[src/rtl/rom_cmd_pkg.sv]
package rom_cmd_pkg;

  typedef enum logic [2:0] {
    ST_QUIET,
    ST_CMD,
    ST_READ,
    ST_MATCH,
    ST_SEARCH,
    ST_DONE
  } rom_state_t;

  localparam logic [7:0] OP_READ     = 8'h33;
  localparam logic [7:0] OP_MATCH    = 8'h55;
  localparam logic [7:0] OP_SEARCH   = 8'hF0;
  localparam logic [7:0] OP_SKIP     = 8'hCC;
  localparam logic [7:0] OP_OD_SKIP  = 8'h3C;
  localparam logic [7:0] OP_OD_MATCH = 8'h69;

  // search slot phases: 0 = true bit, 1 = complement, 2 = master direction
  localparam logic [1:0] PH_TRUE = 2'd0;
  localparam logic [1:0] PH_COMP = 2'd1;
  localparam logic [1:0] PH_DIR  = 2'd2;

  function automatic logic search_tx(input logic idbit, input logic [1:0] ph);
    return (ph == PH_TRUE) ? idbit : ~idbit;
  endfunction

  function automatic rom_state_t next_after_cmd(input logic [7:0] op);
    case (op)
      OP_READ:                 return ST_READ;
      OP_MATCH, OP_OD_MATCH:   return ST_MATCH;
      OP_SEARCH:               return ST_SEARCH;
      OP_SKIP, OP_OD_SKIP:     return ST_DONE;
      default:                 return ST_QUIET;
    endcase
  endfunction

  function automatic logic op_selects_now(input logic [7:0] op);
    return (op == OP_SKIP) || (op == OP_OD_SKIP);
  endfunction

  function automatic logic op_sets_od(input logic [7:0] op);
    return (op == OP_OD_SKIP) || (op == OP_OD_MATCH);
  endfunction

endpackage

[src/rtl/rom_cmd_shift.sv]
module rom_cmd_shift #(
  parameter int W = 8
) (
  input  logic         clk,
  input  logic         rst_n,
  input  logic         clear,
  input  logic         shift,
  input  logic         din,
  output logic [W-1:0] byte_next,
  output logic         byte_ready
);
  localparam int CW = $clog2(W);

  logic [W-1:0]  sreg;
  logic [CW-1:0] cnt;

  assign byte_next  = {din, sreg[W-1:1]};
  assign byte_ready = shift && (cnt == CW'(W - 1));

  always_ff @(posedge clk or negedge rst_n) begin
    if (!rst_n) begin
      sreg <= '0;
      cnt  <= '0;
    end else if (clear) begin
      cnt  <= '0;
    end else if (shift) begin
      sreg <= byte_next;
      cnt  <= cnt + 1'b1;
    end
  end
endmodule

[src/rtl/rom_bit_index.sv]
module rom_bit_index #(
  parameter int N = 64
) (
  input  logic                 clk,
  input  logic                 rst_n,
  input  logic                 clear,
  input  logic                 adv,
  output logic [$clog2(N)-1:0] idx,
  output logic                 last
);
  localparam int IW = $clog2(N);

  assign last = (idx == IW'(N - 1));

  always_ff @(posedge clk or negedge rst_n) begin
    if (!rst_n)     idx <= '0;
    else if (clear) idx <= '0;
    else if (adv)   idx <= idx + 1'b1;
  end
endmodule

[src/rtl/rom_cmd_unit.sv]
module rom_cmd_unit
  import rom_cmd_pkg::*;
#(
  parameter int ID_W = 64,
  parameter int OP_W = 8
) (
  input  logic            clk,
  input  logic            rst_n,
  input  logic [ID_W-1:0] id_code,
  input  logic            line_reset,
  input  logic            reset_regular,
  input  logic            slot_stb,
  input  logic            slot_rx,
  output logic            tx_en,
  output logic            tx_bit,
  output logic            selected,
  output logic            overdrive
);
  localparam int IW = $clog2(ID_W);

  rom_state_t      state;
  logic [1:0]      phase;
  logic [IW-1:0]   idx;
  logic            idx_last;
  logic            id_bit;
  logic [OP_W-1:0] op_next;

  // named internal events
  logic            live_slot;
  logic            cmd_ready;
  logic            cmp_slot;
  logic            mismatch_evt;
  logic            seq_end;
  logic            idx_adv;

  assign live_slot = slot_stb && !line_reset;
  assign id_bit    = id_code[idx];

  rom_cmd_shift #(.W(OP_W)) u_shift (
    .clk        (clk),
    .rst_n      (rst_n),
    .clear      (line_reset),
    .shift      (live_slot && (state == ST_CMD)),
    .din        (slot_rx),
    .byte_next  (op_next),
    .byte_ready (cmd_ready)
  );

  assign cmp_slot = live_slot &&
                    ((state == ST_MATCH) || ((state == ST_SEARCH) && (phase == PH_DIR)));
  assign mismatch_evt = cmp_slot && (slot_rx != id_bit);
  assign idx_adv = (live_slot && (state == ST_READ)) || (cmp_slot && !mismatch_evt);
  assign seq_end = idx_adv && idx_last;

  rom_bit_index #(.N(ID_W)) u_idx (
    .clk   (clk),
    .rst_n (rst_n),
    .clear (line_reset || cmd_ready),
    .adv   (idx_adv),
    .idx   (idx),
    .last  (idx_last)
  );

  assign tx_en  = (state == ST_READ) || ((state == ST_SEARCH) && (phase != PH_DIR));
  assign tx_bit = !tx_en ? 1'b1 :
                  (state == ST_READ) ? id_bit : search_tx(id_bit, phase);

  always_ff @(posedge clk or negedge rst_n) begin
    if (!rst_n) begin
      state     <= ST_QUIET;
      phase     <= PH_TRUE;
      selected  <= 1'b0;
      overdrive <= 1'b0;
    end else if (line_reset) begin
      state    <= ST_CMD;
      phase    <= PH_TRUE;
      selected <= 1'b0;
      if (reset_regular) overdrive <= 1'b0;
    end else if (cmd_ready) begin
      state    <= next_after_cmd(op_next);
      phase    <= PH_TRUE;
      selected <= op_selects_now(op_next);
      if (op_sets_od(op_next)) overdrive <= 1'b1;
    end else if (mismatch_evt) begin
      state    <= ST_QUIET;
      selected <= 1'b0;
    end else if (seq_end) begin
      state    <= ST_DONE;
      selected <= 1'b1;
    end else if (live_slot && (state == ST_SEARCH)) begin
      phase <= (phase == PH_DIR) ? PH_TRUE : phase + 1'b1;
    end
  end
endmodule

[config.mk]
export PLATFORM = sky130hd
export DESIGN_NAME = rom_cmd_unit
export DESIGN_NICKNAME = d
export VERILOG_FILES = /design/src/rtl/rom_cmd_pkg.sv /design/src/rtl/rom_cmd_shift.sv /design/src/rtl/rom_bit_index.sv /design/src/rtl/rom_cmd_unit.sv
export SDC_FILE = /design/constraint.sdc
export NUM_CORES = 1
export LEC_CHECK = 0
export BUFFER_PORTS_ARGS = -buffer_cell sky130_fd_sc_hd__buf_2
export CORE_ASPECT_RATIO = 1.1
export CORE_MARGIN = 1.5
export CORE_UTILIZATION = 50
export CTS_CLUSTER_SIZE = 30
export DETAILED_ROUTE_END_ITERATION = 16
export GPL_TIMING_DRIVEN = 0
export PLACE_DENSITY = 0.81
export SKIP_LAST_GASP = 1
export SLEW_MARGIN = 20
export SYNTH_ARGS = -nofsm -noshare
export SYNTH_HDL_FRONTEND = slang
export SYNTH_SLANG_ARGS = --single-unit
[constraint.sdc]
create_clock -name clk -period 3.05 [get_ports clk]
set_input_delay 0.1525 -clock clk [delete_from_list [all_inputs] [get_ports clk]]
set_output_delay 0.1525 -clock clk [all_outputs]
set_load 0.02 [all_outputs]
# [After elaboration in Yosys (flattened, before gate mapping)]
# Index checks and enable logic that the tools add are counted.
[classes] addsub=3 magnitude_cmp=1 n_eq_ne=18 mux=28 bitwise=2 reduce_logical=31
[op_table] cell="3-bit 2-to-1 mux" count=6
[op_table] cell="8-bit by 6-bit equality test with 1-bit output, second input constant" count=2
[op_table] cell="8-bit by 7-bit equality test with 1-bit output, second input constant" count=2
[op_table] cell="8-bit equality test, second input constant" count=2
[op_table] cell="1-bit 2-to-1 mux" count=12
[op_table] cell="2-bit 2-to-1 mux" count=6
[op_table] cell="6-bit 2-to-1 mux" count=2
[op_table] cell="3-bit one-hot mux with 4 select lines" count=1
[op_table] cell="1-bit logical AND" count=11
[op_table] cell="2-bit nonzero test" count=4
[op_table] cell="6-bit by 7-bit < comparator with 1-bit output, second input constant" count=1
[op_table] cell="6-bit by 1-bit adder with 6-bit output, second input constant" count=1
[op_table] cell="1-bit binary-select mux with 6-bit select" count=1
[op_table] cell="3-bit by 2-bit equality test with 1-bit output, second input constant" count=2
[op_table] cell="3-bit equality test, second input constant" count=2
[op_table] cell="6-bit equality test, second input constant" count=1
[op_table] cell="1-bit logical OR" count=6
[op_table] cell="3-bit inequality test, second input constant" count=2
[op_table] cell="3-bit AND reduction" count=2
[op_table] cell="4-bit nonzero test" count=1
[op_table] cell="2-bit OR reduction" count=2
[op_table] cell="3-bit by 1-bit adder with 3-bit output, second input constant" count=1
[op_table] cell="3-bit by 1-bit equality test with 1-bit output, second input constant" count=1
[op_table] cell="3-bit nonzero test" count=1
[op_table] cell="9 further kinds" count=11
[totals] ff_bits=24 output_inout_bits=4 elab_cells=90

# [Depth between registers and ports, before layout]
[depth] ltp_word=13 ltp_mapped=10 ltp_nobuf=8

# [Modules after synthesis]
# A second synthesis with hierarchy kept.
[hier_totals] hier_cells=176 hier_area_um2=1938.1
[modules_own_cells] module="rom_cmd_unit" instances=1 cells_each=119 area_per_inst_um2=1201.2 seq_area_each_um2=175.2
[modules_own_cells] module="rom_cmd_shift" instances=1 cells_each=29 area_per_inst_um2=455.4 seq_area_each_um2=250.2
[modules_own_cells] module="rom_bit_index" instances=1 cells_each=28 area_per_inst_um2=281.5 seq_area_each_um2=150.1

# [Worst setup path before layout]
# OpenSTA, ideal clock, no wires.
[synth_timing] kind="register -> output" from="register u_idx.idx[0]" to="output tx_bit" arrival_ns=2.204 slack_ns=0.693 stages_incl_launch_ff=10 path_buffers=1 cell_sequence="dfrtp_1 buf_6 mux4_2 mux2i_1 nand3_1 o22a_1 nand3_1 mux2i_1 nor3b_1 o21ai_1"
[synth_between] elab_chain_cells=6
[synth_lines] item="start: declaration" line="rom_bit_index.sv:8" rtl="output logic [$clog2(N)-1:0] idx,"
[synth_lines] item="start signal: assignment" line="rom_bit_index.sv:18" rtl="else if (adv) idx <= idx + 1'b1;"
[synth_lines] item="1-bit binary-select mux with 6-bit select (*)" line="rom_cmd_unit.sv:37" rtl="assign id_bit = id_code[idx];"
[synth_lines] item="1-bit 2-to-1 mux (implied by the code) (*)" line="rom_cmd_unit.sv:37"
[synth_lines] item="1-bit NOT" line="rom_cmd_pkg.sv:25" rtl="return (ph == PH_TRUE) ? idbit : ~idbit;"
[synth_lines] item="1-bit 2-to-1 mux" line="rom_cmd_pkg.sv:25"
[synth_lines] item="1-bit 2-to-1 mux (*)" line="rom_cmd_unit.sv:66" rtl="(state == ST_READ) ? id_bit : search_tx(id_bit, phase);"
[synth_lines] item="1-bit 2-to-1 mux (*)" line="rom_cmd_unit.sv:65" rtl="assign tx_bit = !tx_en ? 1'b1 :"
[synth_lines] item="end: declaration" line="rom_cmd_unit.sv:15" rtl="output logic tx_bit,"
# Every way passes the cells marked *; elsewhere a longest branch is shown, timed or not. The select of a mux whose other input is x is not followed.

# [Worst setup path after layout]
# Same ends and word-level chain as after synthesis.

==> flow_summary.json <==
{
  "status": "finished, final reports clean",
  "synth-adder-area-share": 0.01851,
  "synth_xor_xnor_area_share": 0,
  "synth_ff_type": "dfrtp_1",
  "critical_path_buf_inv_count": 2,
  "yosysWarnings": 0,
  "power.density_mw_per_mm2": 286.8,
  "grt_setup_unrepaired": "no",
  "cts_sinks": 23,
  "cts_root_buf": "clkbuf_8",
  "clkLatencyLatePin_ns": 0.27,
  "finalHoldViolCount": 0,
  "start_util": 0.5156,
  "die_h_um": 69.80,
  "yosys-top-cells-area": "dfrtp_1, mux2i_1, nand2_1",
  "dieArea_mm2": 0.004448,
  "cts_buffers": 3,
  "wl_per_cell_um": 14.69,
  "ys_async_sr_fraction": 1.000,
  "min_period_over_period": 0.9324,
  "vias_per_cell": 5.711,
  "reg2reg_to": "u_idx.idx[5]$_DFFE_PN0P_",
  "yosysTopAreaCellShare": 0.2838,
  "finalSetupTns_ns": 0,
  "cp.arrival_ns": 2.69,
  "cp_cell_sequence": "buf_6 -> mux4_2 -> mux2i_1 -> nand3_1 -> o22a_1 -> nand3_1 -> mux2i_1 -> nor3b_1 -> o21ai_1 -> buf_2",
  "worstSetupPathType": "reg -> out",
  "cts_tree": "yes",
  "ant_nets": 0,
  "synth-simple-area-share": 0.2665,
  "gp_congestion": 0.8642,
  "dr.pass1.iters": 4,
  "vias": 1999,
  "cp_slowest_stage_delay_ns": 0.50,
  "grt_pass1_vias": 1898,
  "yosys-top-cells-count": "nand2_1, mux2i_1, dfrtp_1",
  "drt_iter0_markers": 62,
  "drive_gt1_frac": 0.3322,
  "stdcell_count": 350,
  "placed_area_mm2": 0.002454,
  "crit_cells": 10,
  "num-fill-cells": 327,
  "boundaryPins": 74,
  "critPathSlowestCell": "mux4_2",
  "pre_cts_ws_ns": 0.4344,
  "core_region_area_mm2": 0.003934,
  "io_buffers": 72,
  "r2r_start": "u_idx.idx[0]$_DFFE_PN0P_",
  "drt_wl_total_um": 5142,
  "grt.total_usage": 0.2366,
  "synth_compound_area_frac": 0.1690,
  "path_clk_slew_ns": 0.09,
  "ir_drop_mv": 0.2099,
  "max_cap_viol_count": 0,
  "synth_area_mm2": 0.002028,
  "startpoint": "u_idx.idx[0]$_DFFE_PN0P_",
  "synth_nets": 295,
  "dp_hpwl_um": 4021,
  "yosysSeqAreaShare": 0.2838,
  "fin_area_mm2": 0.002504,
  "skew_ns": 0.008697,
  "total_leakage_power_uw": 0.001124,
  "critPathCapture": "tx_bit",
  "slew_headroom": 0.4422,
  "syn_inst": 222,
  "area_growth_pct": 23.44,
  "start_kind": "register",
  "setup_viol": 0,
  "required_ns": 2.90,
  "multi_input_area_mm2": 0.001365,
  "slew_viol_final": 0,
  "crit_path_end_kind": "output port",
  "dp.cells": 346,
  "regArea_um2": 576.8,
  "syn_area_per_cell_um2": 9.136,
  "synth_most_common_cell": "nand2_1",
  "clock_path_buffers": 2,
  "n_antenna_cell": 0,
  "final_util": 0.6365,
  "ys_seq_elements": 23,
  "synth_top_family_by_area": "simple AND/OR/NAND/NOR gates",
  "synth_cell_type_count": 50,
  "synthMuxAreaShare": 0.2190,
  "rrSetupSlack_ns": 0.48,
  "antenna_found_initial": 0,
  "min_path_type": "in -> reg",
  "synth-edff-count": 0,
  "grt_max_degree": 24,
  "yosys.area.top_type": "dfrtp_1",
  "htree_levels": 1,
  "fin_ws_ns": 0.2061,
  "cpLargestDelayFamily": "multiplexers",
  "critPathMaxFanout": 10,
  "drc": 0,
  "grt_pass1_wl_um": 8431,
  "fin_crit_ns": 2.844,
  "fp-row-count": 24,
  "nets": 372,
  "die-width_um": 63.73,
  "fmax_ghz": 0.3516,
  "grt-ovfl-total": 0,
  "r2r_cells": 9,
  "worstMarginPinSlew_ns": 0.8367
}
-- metrics by stage --
step / power, uW / hold WS (ns)
2_1_floorplan: 453.4 / -0.1431
3_3_place_gp: 522.8 / 0.1521
3_5_place_dp: 528.5 / 0.1533
4_1_cts: 720.3 / 0.1708
5_1_grt: 760.7 / 0.2039
6_report: 718.0 / 0.1627
-- cells by family after synthesis --
logic type / Yosys count
simple gates: 97
compound gates: 47
mux: 36
flops: 23
buf+inv: 16
fa+ha+maj: 3
-- state kept, by name (all words and copies together), names as in the netlist --
register	cells
state	3
overdrive	1
u_shift.cnt	3
selected	1
u_idx.idx	6
u_shift.sreg	7
phase	2
-- area by class of cell --
type | instances | area share
inverter | 5 | 0.007496
clock inverter | 1 | 0.001999
buffer | 10 | 0.02449
tap | 52 | 0.02599
sequential | 23 | 0.2304
timing repair buffer | 73 | 0.1479
clock buffer | 3 | 0.01649
multi-input combinational | 183 | 0.5452
-- routing by layer --
| layer | wire [um] | global-route usage |
|---|---|---|
| met3 | 417 | 0.04708 |
| met2 | 2513 | 0.4292 |
| met4 | 125 | 0.08696 |
| met1 | 2086 | 0.2708 |
| met5 | 0 | 0 |
-- power breakdown --
part | internal [uW] | switching [uW]
sequential | 332 | 38.8
combinational | 82.0 | 72.2
clock | 91.4 | 101
-- repair_timing --
item,4_1_cts,5_1_grt
endpoints found under the hold margin,23,0
buffers inserted,0,0
hold buffers,1,0
setup endpoints to repair,0,1
gates resized for setup,0,1
-- cell usage in the layout (no fill, tap or decap), drive strengths merged, types with 2 or more instances in the layout --
cell type  netlist  routed
nand4            5       5
a31oi            3       3
o31ai            2       2
nand3b           7       7
mux4             6       6
inv              5       5
nand2           40      40
clkbuf           4       7
a22oi            5       5
nand2b           8       8
a31o             2       2
or3              2       2
mux2i           29      29
dfrtp           23      23
nor3             8       8
nor4bb           3       3
ha               3       3
buf              7      78
o21ai            9       9
a22o             4       4
nor2             6       6
a21oi           12      12
nand4b           2       2
nand3            8       8
a211oi           3       3
-- how the worst min path moves through the flow --
stage	depth (start not counted)	to	slack (ns)	start
floorplan	0	overdrive$_DFFE_PN0P_	-0.14	rst_n
global placement	1	u_shift.sreg[4]$_DFFE_PN0P_	0.15	rst_n
detailed placement	1	u_shift.sreg[4]$_DFFE_PN0P_	0.15	rst_n
CTS	4	overdrive$_DFFE_PN0P_	0.17	reset_regular
global route	4	overdrive$_DFFE_PN0P_	0.20	reset_regular
finish	4	overdrive$_DFFE_PN0P_	0.16	reset_regular
-- worst register-to-register path: cells and delay by family, from the launching register on --
family | cells | cell delay [ns]
AND/OR/NAND/NOR | 3 | 0.46
multiplexers | 3 | 0.93
flip-flops | 1 | 0.42
AO/OA/AOI/OAI | 2 | 0.53
buffers and inverters | 1 | 0.16
No activity file was read; power rests on OpenSTA's default activity.
